## src/rtl/pvp_pkg.sv

```systemverilog
package pvp_pkg;
    typedef enum logic [0:0] {
        ST_EMPTY   = 1'b0,
        ST_PARTIAL = 1'b1
    } pvp_state_e;
endpackage

```

## src/rtl/pvp_lane_steer.sv

```systemverilog
// Decides which lane each incoming pixel lands in, whether B spills into a
// new vector, and the lane total after this clock's arrivals.
module pvp_lane_steer #(
    parameter int LANES = 8,
    parameter int CW    = $clog2(LANES + 1)
) (
    input  logic [CW-1:0]    fill,
    input  logic             a_take,
    input  logic             b_take,
    output logic [LANES-1:0] sel_a,
    output logic [LANES-1:0] sel_b,
    output logic             spill,
    output logic [CW:0]      total
);
    logic [CW:0] pos_a;
    logic [CW:0] pos_b;

    assign pos_a = {1'b0, fill};
    assign pos_b = pos_a + {{CW{1'b0}}, a_take};
    assign total = pos_b + {{CW{1'b0}}, b_take};
    assign spill = b_take && (pos_b == (CW+1)'(LANES));

    for (genvar i = 0; i < LANES; i++) begin : g_sel
        assign sel_a[i] = a_take && (pos_a == (CW+1)'(i));
        assign sel_b[i] = b_take && (pos_b == (CW+1)'(i));
    end
endmodule

```

## src/rtl/pvp_idle_timer.sv

```systemverilog
// Inactivity countdown: reloads on an accepted pixel, counts down on idle
// clocks, and reports expiry when it has reached zero.
module pvp_idle_timer #(
    parameter int TIMEOUT = 32,
    parameter int TW      = $clog2(TIMEOUT)
) (
    input  logic clk,
    input  logic rst_n,
    input  logic load,
    input  logic tick,
    output logic expired
);
    logic [TW-1:0] tmr_q;

    always_ff @(posedge clk) begin
        if (!rst_n) begin
            tmr_q <= '0;
        end else if (load) begin
            tmr_q <= TW'(TIMEOUT - 1);
        end else if (tick && (tmr_q != '0)) begin
            tmr_q <= tmr_q - 1'b1;
        end
    end

    assign expired = (tmr_q == '0);
endmodule

```

## src/rtl/pvp_lane_store.sv

```systemverilog
// Per-lane pixel storage. The merged view overlays this clock's arrivals on
// the held lanes; on a spill, lane 0 is reloaded with B's pixel.
module pvp_lane_store #(
    parameter int LANES   = 8,
    parameter int ADDR_W  = 16,
    parameter int COLOR_W = 16
) (
    input  logic                       clk,
    input  logic                       rst_n,
    input  logic [LANES-1:0]           sel_a,
    input  logic [LANES-1:0]           sel_b,
    input  logic                       spill,
    input  logic [ADDR_W-1:0]          a_addr,
    input  logic [COLOR_W-1:0]         a_color,
    input  logic [ADDR_W-1:0]          b_addr,
    input  logic [COLOR_W-1:0]         b_color,
    output logic [LANES*ADDR_W-1:0]    merged_addr,
    output logic [LANES*COLOR_W-1:0]   merged_color
);
    for (genvar i = 0; i < LANES; i++) begin : g_lane
        logic [ADDR_W-1:0]  addr_q;
        logic [COLOR_W-1:0] color_q;
        logic [ADDR_W-1:0]  addr_m;
        logic [COLOR_W-1:0] color_m;

        always_comb begin
            addr_m  = addr_q;
            color_m = color_q;
            if (sel_a[i]) begin
                addr_m  = a_addr;
                color_m = a_color;
            end else if (sel_b[i]) begin
                addr_m  = b_addr;
                color_m = b_color;
            end
        end

        if (i == 0) begin : g_head
            always_ff @(posedge clk) begin
                if (!rst_n) begin
                    addr_q  <= '0;
                    color_q <= '0;
                end else if (spill) begin
                    addr_q  <= b_addr;
                    color_q <= b_color;
                end else begin
                    addr_q  <= addr_m;
                    color_q <= color_m;
                end
            end
        end else begin : g_body
            always_ff @(posedge clk) begin
                if (!rst_n) begin
                    addr_q  <= '0;
                    color_q <= '0;
                end else begin
                    addr_q  <= addr_m;
                    color_q <= color_m;
                end
            end
        end

        assign merged_addr[i*ADDR_W +: ADDR_W]    = addr_m;
        assign merged_color[i*COLOR_W +: COLOR_W] = color_m;
    end
endmodule

```

## src/rtl/pix_vec_packer.sv

```systemverilog
module pix_vec_packer #(
    parameter int LANES   = 8,
    parameter int ADDR_W  = 16,
    parameter int COLOR_W = 16,
    parameter int TIMEOUT = 32
) (
    input  logic                     clk,
    input  logic                     rst_n,
    input  logic                     stall_i,
    input  logic                     a_vld,
    input  logic [ADDR_W-1:0]        a_addr,
    input  logic [COLOR_W-1:0]       a_color,
    input  logic                     b_vld,
    input  logic [ADDR_W-1:0]        b_addr,
    input  logic [COLOR_W-1:0]       b_color,
    output logic                     out_vld,
    output logic [LANES-1:0]         out_mask,
    output logic [LANES*ADDR_W-1:0]  out_addr,
    output logic [LANES*COLOR_W-1:0] out_color
);
    import pvp_pkg::*;

    localparam int CW = $clog2(LANES + 1);

    pvp_state_e    state_q, state_n;
    logic [CW-1:0] fill_q, fill_n;

    logic                     a_take, b_take, any_take;
    logic [LANES-1:0]         sel_a, sel_b, mask_n;
    logic                     spill, full, expired, tick, flush, emit;
    logic [CW:0]              total;
    logic [LANES*ADDR_W-1:0]  merged_addr;
    logic [LANES*COLOR_W-1:0] merged_color;

    assign a_take   = a_vld && !stall_i;
    assign b_take   = b_vld && !stall_i;
    assign any_take = a_take || b_take;

    pvp_lane_steer #(.LANES(LANES), .CW(CW)) u_steer (
        .fill   (fill_q),
        .a_take (a_take),
        .b_take (b_take),
        .sel_a  (sel_a),
        .sel_b  (sel_b),
        .spill  (spill),
        .total  (total)
    );

    assign tick  = (state_q == ST_PARTIAL) && !stall_i && !any_take;
    assign flush = tick && expired;
    assign full  = (total >= (CW+1)'(LANES));
    assign emit  = full || flush;

    pvp_idle_timer #(.TIMEOUT(TIMEOUT)) u_timer (
        .clk     (clk),
        .rst_n   (rst_n),
        .load    (any_take),
        .tick    (tick),
        .expired (expired)
    );

    pvp_lane_store #(.LANES(LANES), .ADDR_W(ADDR_W), .COLOR_W(COLOR_W)) u_store (
        .clk          (clk),
        .rst_n        (rst_n),
        .sel_a        (sel_a),
        .sel_b        (sel_b),
        .spill        (spill),
        .a_addr       (a_addr),
        .a_color      (a_color),
        .b_addr       (b_addr),
        .b_color      (b_color),
        .merged_addr  (merged_addr),
        .merged_color (merged_color)
    );

    for (genvar i = 0; i < LANES; i++) begin : g_mask
        assign mask_n[i] = full || ((CW+1)'(i) < total);
    end

    // State register
    always_ff @(posedge clk) begin
        if (!rst_n) begin
            state_q <= ST_EMPTY;
            fill_q  <= '0;
        end else begin
            state_q <= state_n;
            fill_q  <= fill_n;
        end
    end

    // Transitions: start, grow, spill, complete, flush, freeze
    always_comb begin
        state_n = state_q;
        fill_n  = fill_q;
        unique case (state_q)
            ST_EMPTY: begin
                if (any_take) begin
                    if (spill) begin
                        state_n = ST_PARTIAL;
                        fill_n  = CW'(1);
                    end else if (full) begin
                        state_n = ST_EMPTY;
                        fill_n  = '0;
                    end else begin
                        state_n = ST_PARTIAL;          // start
                        fill_n  = CW'(total);
                    end
                end
            end
            ST_PARTIAL: begin
                if (any_take) begin
                    if (spill) begin
                        state_n = ST_PARTIAL;          // spill
                        fill_n  = CW'(1);
                    end else if (full) begin
                        state_n = ST_EMPTY;            // complete
                        fill_n  = '0;
                    end else begin
                        state_n = ST_PARTIAL;          // grow
                        fill_n  = CW'(total);
                    end
                end else if (flush) begin
                    state_n = ST_EMPTY;                // flush
                    fill_n  = '0;
                end
            end
            default: begin
                state_n = ST_EMPTY;
                fill_n  = '0;
            end
        endcase
    end

    // Output register
    always_ff @(posedge clk) begin
        if (!rst_n) begin
            out_vld   <= 1'b0;
            out_mask  <= '0;
            out_addr  <= '0;
            out_color <= '0;
        end else begin
            out_vld <= emit;
            if (emit) begin
                out_mask  <= mask_n;
                out_addr  <= merged_addr;
                out_color <= merged_color;
            end
        end
    end
endmodule

```

## config.mk

```make
export PLATFORM = sky130hd
export DESIGN_NAME = pix_vec_packer
export DESIGN_NICKNAME = d
export VERILOG_FILES = /design/src/rtl/pvp_pkg.sv /design/src/rtl/pvp_lane_steer.sv /design/src/rtl/pvp_idle_timer.sv /design/src/rtl/pvp_lane_store.sv /design/src/rtl/pix_vec_packer.sv
export SDC_FILE = /design/constraint.sdc
export NUM_CORES = 1
export LEC_CHECK = 0
export ABC_AREA = 1
export BUFFER_PORTS_ARGS = -buffer_cell sky130_fd_sc_hd__buf_2
export CAP_MARGIN = 25
export CORE_ASPECT_RATIO = 0.6
export CORE_UTILIZATION = 35
export DETAILED_ROUTE_END_ITERATION = 10
export PLACE_DENSITY = 0.54
export SETUP_SLACK_MARGIN = 0.2
export SYNTH_ARGS = -nofsm -noshare
export SYNTH_HDL_FRONTEND = slang
export SYNTH_SLANG_ARGS = --single-unit
```

## constraint.sdc

```tcl
create_clock -name clk -period 5 [get_ports clk]
set_input_delay 1 -clock clk [delete_from_list [all_inputs] [get_ports clk]]
set_output_delay 1 -clock clk [all_outputs]
set_load 0.01 [all_outputs]
```

== Word-level counts from Yosys, hierarchy flattened ==
Index checks and enable logic that the tools add are counted.
Cells by class
  $lt $le $gt $ge: 9
  $add $sub $neg: 3
  reduce and logical (&&, ||, !) cells: 41
  muxes and demuxes: 48
  bitwise logic cells: 1
  equal/unequal tests: 17
Operators by type and width (count)
  two-way mux 16 bit: 34
  logical AND 1 bit: 23
  == test 5 x 3 -> 1 bit (second input constant): 4
  less-than comparator 3 x 5 -> 1 bit (first input constant): 4
  two-way mux 4 bit: 5
  == test 4 x 3 -> 1 bit (second input constant): 4
  logical NOT 5 bit: 3
  == test 5 x 2 -> 1 bit (second input constant): 2
  logical OR 1 bit: 10
  less-than comparator 1 x 5 -> 1 bit (first input constant): 2
  less-than comparator 2 x 5 -> 1 bit (first input constant): 2
  two-way mux 5 bit: 2
  == test 4 x 2 -> 1 bit (second input constant): 2
  case mux 4 bit (2 select lines): 1
  adder 4 x 1 -> 5 bit: 1
  adder 5 x 1 -> 5 bit: 1
  == test 5 x 1 -> 1 bit (second input constant): 1
  == test 5 x 4 -> 1 bit (second input constant): 1
  greater-or-equal comparator 5 x 4 -> 1 bit (second input constant): 1
  two-way mux 1 bit: 5
  nonzero test 5 bit: 1
  subtractor 5 x 1 -> 5 bit (second input constant): 1
  == test 4 x 1 -> 1 bit (second input constant): 1
  != test 3 x 1 -> 1 bit (second input constant): 1
  6 further kinds: 7
Storage, ports and cells
  output and inout bits: 265
  word-level logic and storage cells: 142
  register bits: 531
  input bits: 69

== Depth between registers and ports, before layout ==
  depth in word-level cells: 9
  depth in mapped cells: 18
  depth with buffers taken out: 16

== Cells and area by module ==
Synthesis repeated with hierarchy kept, for this count alone.
Unflattened totals
  cell total of the unflattened synthesis: 3935
  area total of the unflattened synthesis: 25904.8 um^2
Modules (own cells, without submodules)
  pvp_lane_store: sequential area each 5124.9 um^2, times used 1, cells each 2043, area an instance 13037.5 um^2
  pix_vec_packer: sequential area each 5405.2 um^2, times used 1, cells each 1779, area an instance 12226.7 um^2
  pvp_lane_steer: sequential area each 0.0 um^2, times used 1, cells each 68, area an instance 349.1 um^2
  pvp_idle_timer: sequential area each 100.1 um^2, times used 1, cells each 45, area an instance 291.5 um^2

== Least setup slack after synthesis ==
Ideal clock, no wire load.
  path type: in2reg
  start: input stall_i
  end: register out_addr[100]
  slack: 2047 ps
  data arrival time: 2844 ps
  required time: 4891 ps
  setup time: 109 ps
  buffers on the path: 2
  stages: 17
  cell sequence: inv_1 > nand2_1 > nand2_1 > nand2_1 > inv_1 > ha_1 > ha_1 > nand3_1 > nor2_1 > nor2_1 > nand3_2 > nor2_4 > buf_2 > buf_2 > a21oi_1 > nand2_1 > inv_1
Between the ends
  word-level cells in the longest chain between the ends: 7
  elaborated cells between the ends (all ways): 17
  classes of those cells: add/sub: 2; order compare: 1; eq/ne: 1; mux: 2; reduce/logical: 11
RTL lines
  start, declared: RTL line pix_vec_packer.sv:9  | input logic stall_i,
  logical NOT 1 bit *: RTL line pix_vec_packer.sv:35, pix_vec_packer.sv:36, pix_vec_packer.sv:49
  parallel branches: the longest is 6 deep, another holds adder 4 x 1 -> 5 bit
  end signal, assigned: RTL line pix_vec_packer.sv:145  | out_addr <= merged_addr;
  end, declared: RTL line pix_vec_packer.sv:18  | output logic [LANES*ADDR_W-1:0] out_addr,
Mark *: on every way between the ends.
A chain may end at the register's enable or synchronous reset.

== Worst setup path after layout ==
  start: input stall_i
  end: register out_color[23]
Between the ends
  word-level cells in the longest chain between the ends: 7
  elaborated cells between the ends (all ways): 17
  classes of those cells: add/sub: 2; order compare: 1; eq/ne: 1; mux: 2; reduce/logical: 11
RTL lines
  logical NOT 1 bit *: RTL line pix_vec_packer.sv:35, pix_vec_packer.sv:36, pix_vec_packer.sv:49
  parallel branches: the longest is 6 deep, another holds adder 4 x 1 -> 5 bit
  end signal, assigned: RTL line pix_vec_packer.sv:146  | out_color <= merged_color;
  end, declared: RTL line pix_vec_packer.sv:19  | output logic [LANES*COLOR_W-1:0] out_color
Marked as above.

==> flow_summary.yaml <==
sta:
  hold_viol: 0
  setup_viol: 0
  fin_setup_tns_ns: 0
  min_period_over_period_pct: 70.0
  rsz0062_at_grt: "false"
  max_slew_margin_pct: 43.4
  fin_skew_ns: 0.0218
  layout_min_cycle_time_ns: 3.50
  timing.fmax_mhz: 286
  slew_viol_final: 0
  worstMarginPinSlew_ns: 0.844
global_route:
  grt_use_total_pct: 25.8
  antenna_found_initial: 5
  first_global_vias: 23700
  grt_max_degree: 133
  grt_pass1_wl_um: 149000
  grt_overflow: 0
final_layout:
  multi_input_area_um2: 10700
  fill_cells: 7679
  seq_area_um2: 10600
  synthToLayoutAreaGrowth_pct: 15.5
  final_nets: 4190
  final_area_um2: 29900
  drive_above_1_share_pct: 12.7
status:
  outcome: "completed"
clocking:
  clk_latency_ns: 0.63
  cts_setup_buffers: 0
  numCtsBuffers: 54
  post_cts_resized: 0
  hold_buffers: 0
  cts_tree: "yes"
  ctsHtreeMaxLevel: 2
  clock-sinks: 531
  root_buffer: "clkbuf_16"
  clk_pin_slew_ns: 0.06
  clock_path_buffers: 3
synthesis:
  syn_nets: 4035
  synth_warnings: 0
  synth.distinct_cells: 30
  syn_avg_cell_area_um2: 6.54
  synth_seq_cells: 531
  synthesis.area_um2: 25900
  syn_inst: 3961
  synth_enable_flop_cells: 0
  synthFlopType: "dfxtp_1"
  synth-async-reset-ratio_pct: 0
  synth-seq-area-share_pct: 41.1
critical_path:
  cp_top_family: "simple AND/OR/NAND/NOR gates"
  setup.worst_path.end: "out_color[23]$_SDFFE_PN0P_"
  cp.depth: 17
  crit_path_max_fanout: 70
  critPathSlowestCell: "buf_4"
  rr_endpoint: "out_color[23]$_SDFFE_PN0P_"
  regToRegSetupSlack_ns: 1.52
  arrival_ns: 4.07
  worstReg2RegStart: "fill_q[0]$_SDFFE_PN0P_"
  startpoint_type: "input port"
  critPathMaxStageDelay_ns: 0.45
  cp_cell_sequence: "buf_2 > inv_1 > nand3_1 > nand2_1 > inv_1 > ha_1 > ha_1 > nand3_1 > nor2_1 > nor2_1 > nand2_1 > nor2_4 > nand2_8 > buf_4 > nand3_1 > nand2_1 > inv_1"
  path_class: "input port to flop"
  cp_data_required_time_ns: 5.56
  endpoint_kind: "flop"
  cp-startpoint: "stall_i"
  critPathBufInv: 5
  reg2regPathDepth: 15
power_and_ir_drop:
  internal-power_mw: 6.92
  switchingPower_mw: 2.45
  ir_drop_mv: 0.304
  finalPower_mw: 9.37
  combPwrFrac_pct: 8.3
  power.leakage_nw: 14.4
  p_per_area_nw_per_um2: 313
  sequentialPowerShare_pct: 46.5
  pwr-share-clk_pct: 45.2
  swShare_pct: 26.2
detailed_routing:
  drt-initial-drc-count: 2545
  met1_length_um: 48100
  detail_route.vias_per_cell: 5.02
  ant_nets: 0
  dr.pass1.iters: 6
  met3_length_um: 9370
  wirelength_um: 99300
  top_layer: "met5"
  remaining_drc_errors: 0
  vias: 25800
  avgRoutedWirePerCell_um: 19.3
  dr_wl_met2_um: 39700
floorplanning:
  die_w_um: 353
  initial_utilization_pct: 35.7
  core_area_um2: 72500
  die-height_um: 213
  pin_count: 334
  core.rowCount: 76
  dieArea_um2: 75100
place:
  gp_congestion: 0.834
  place_area_um2: 28100
  port_buffers: 333
  place_hpwl_um: 62800
flow_run:
  cap_violations: 0
worst_hold_path:
  hold_class: "flop to flop"
[state kept, by name, summed over array words and instances, names as in the netlist]
name                    count
out_color                 128
out_mask                    8
fill_q                      4
out_vld                     1
u_timer.tmr_q               5
out_addr                  128
state_q                     1
u_store.g_lane.addr_q     128
u_store.g_lane.color_q    128
[power groups by stage]
stage	combinational, mW	sequential (mW)	clock, mW
6_report	0.775	4.36	4.24
5_1_grt	0.849	4.37	4.48
4_1_cts	0.761	4.36	4.31
3_5_place_dp	0.759	4.46	0
3_3_place_gp	0.758	4.46	0
2_1_floorplan	0.445	4.46	0
[layout make-up]
cell class / instances / share of cell area [%]
Antenna cell: 1 / 0.00837
Tap cell: 975 / 4.08
Clock inverter: 13 / 0.226
Clock buffer: 88 / 5.90
Sequential cell: 531 / 35.5
Timing Repair Buffer: 401 / 7.57
Inverter: 876 / 11.0
Multi-Input combinational cell: 2252 / 35.6
[per-stage QoR]
step	util (%)	instances	setup slack [ns]	hold slack, ns
floorplan	-	3961	2.05	0.464
global placement	38.7	5035	1.00	0.449
detailed placement	38.7	5035	0.904	0.456
CTS	41.3	5136	1.56	0.466
global route	41.3	5137	1.17	0.494
finish	41.3	5137	1.50	0.468
[cells in the mapped netlist, types with 2 or more instances]
library cell    n  area share (%)
nand2_1       861              12
inv_2           3           0.043
ha_1            5            0.24
inv_1         840              12
nand4_1       226             5.5
buf_1          68            0.99
buf_2          61             1.2
nor2_4          3            0.13
a21oi_1       527              10
nor2_2          4           0.097
buf_6          24             1.0
dfxtp_1       531              41
buf_4           2           0.058
nand3_1       561              11
nor3_1          2           0.039
nand3_2        11            0.43
nand2_2         2           0.048
a31oi_1         2           0.048
nor2_1         32            0.46
o21ai_0         7            0.14
nor4_1          2           0.048
clkbuf_1      147             2.1
clkinv_1       33            0.48
[logic make-up (layout without fill, tap and decap cells)]
group                      after synthesis  after routing  synth area share [%]
AOI/OAI and AO/OA                      539            539                  10.5
xor gates and xnor gates                 2              2                0.0677
adders and majority gates                5              5                 0.242
buffers and inverters                 1178           1378                  18.1
DFF                                    531            531                  41.1
other                                    0              1                     0
and+or+nand+nor                       1706           1706                  30.1
[how the worst min path moves through the flow]
stage	from	endpoint	slack [ns]	cells past startpoint
6_report	out_mask[2]$_SDFFE_PN0P_	out_mask[2]$_SDFFE_PN0P_	0.47	2
4_1_cts	out_mask[2]$_SDFFE_PN0P_	out_mask[2]$_SDFFE_PN0P_	0.47	2
5_1_grt	out_mask[2]$_SDFFE_PN0P_	out_mask[2]$_SDFFE_PN0P_	0.49	2
2_1_floorplan	state_q$_SDFF_PN0_	state_q$_SDFF_PN0_	0.46	2
3_5_place_dp	out_mask[2]$_SDFFE_PN0P_	out_mask[2]$_SDFFE_PN0P_	0.46	2
3_3_place_gp	out_mask[3]$_SDFFE_PN0P_	out_mask[3]$_SDFFE_PN0P_	0.45	2
[per-layer routing]
metal / GRT usage (%) / up-vias
li1: - / 12800
met1: 38.6 / 11900
met2: 36.5 / 978
met3: 6.31 / 130
met4: 6.28 / 4
met5: 0 / -
[worst register-to-register path: stages (launching register included)]
cell and delay [ns]:
dfxtp_1 0.47, nand3_1 0.24, nand2_1 0.28, inv_1 0.15, ha_1 0.22, ha_1 0.23, nand3_1 0.10, nor2_1 0.04
nor2_1 0.15, nand2_1 0.11, nor2_4 0.25, nand2_8 0.40, buf_4 0.47, nand3_1 0.18, nand2_1 0.06, inv_1 0.05
[cell usage in the layout, fill, tap and decap left out, types with 2 or more instances in the layout]
| cell | netlist | routed |
|---|---|---|
| inv_2 | 3 | 2 |
| o21ai_0 | 7 | 7 |
| a21oi_1 | 527 | 527 |
| buf_2 | 61 | 333 |
| nor2_1 | 32 | 23 |
| clkbuf_1 | 147 | 9 |
| ha_1 | 5 | 5 |
| dfxtp_1 | 531 | 531 |
| a31oi_1 | 2 | 2 |
| nor2_4 | 3 | 6 |
| nor3_2 | 0 | 2 |
| clkbuf_8 | 0 | 22 |
| clkbuf_16 | 0 | 57 |
| buf_12 | 0 | 7 |
| nand3_2 | 11 | 11 |
| nor2_2 | 4 | 10 |
| nor4_1 | 2 | 2 |
| clkinv_2 | 0 | 12 |
| nand3_1 | 561 | 561 |
| nand2_8 | 0 | 2 |
| buf_4 | 2 | 61 |
| nand4_1 | 226 | 226 |
| nand2_1 | 861 | 860 |
| clkinv_1 | 33 | 34 |
| inv_1 | 840 | 839 |
Note: power is estimated with default switching activity, not from simulation.
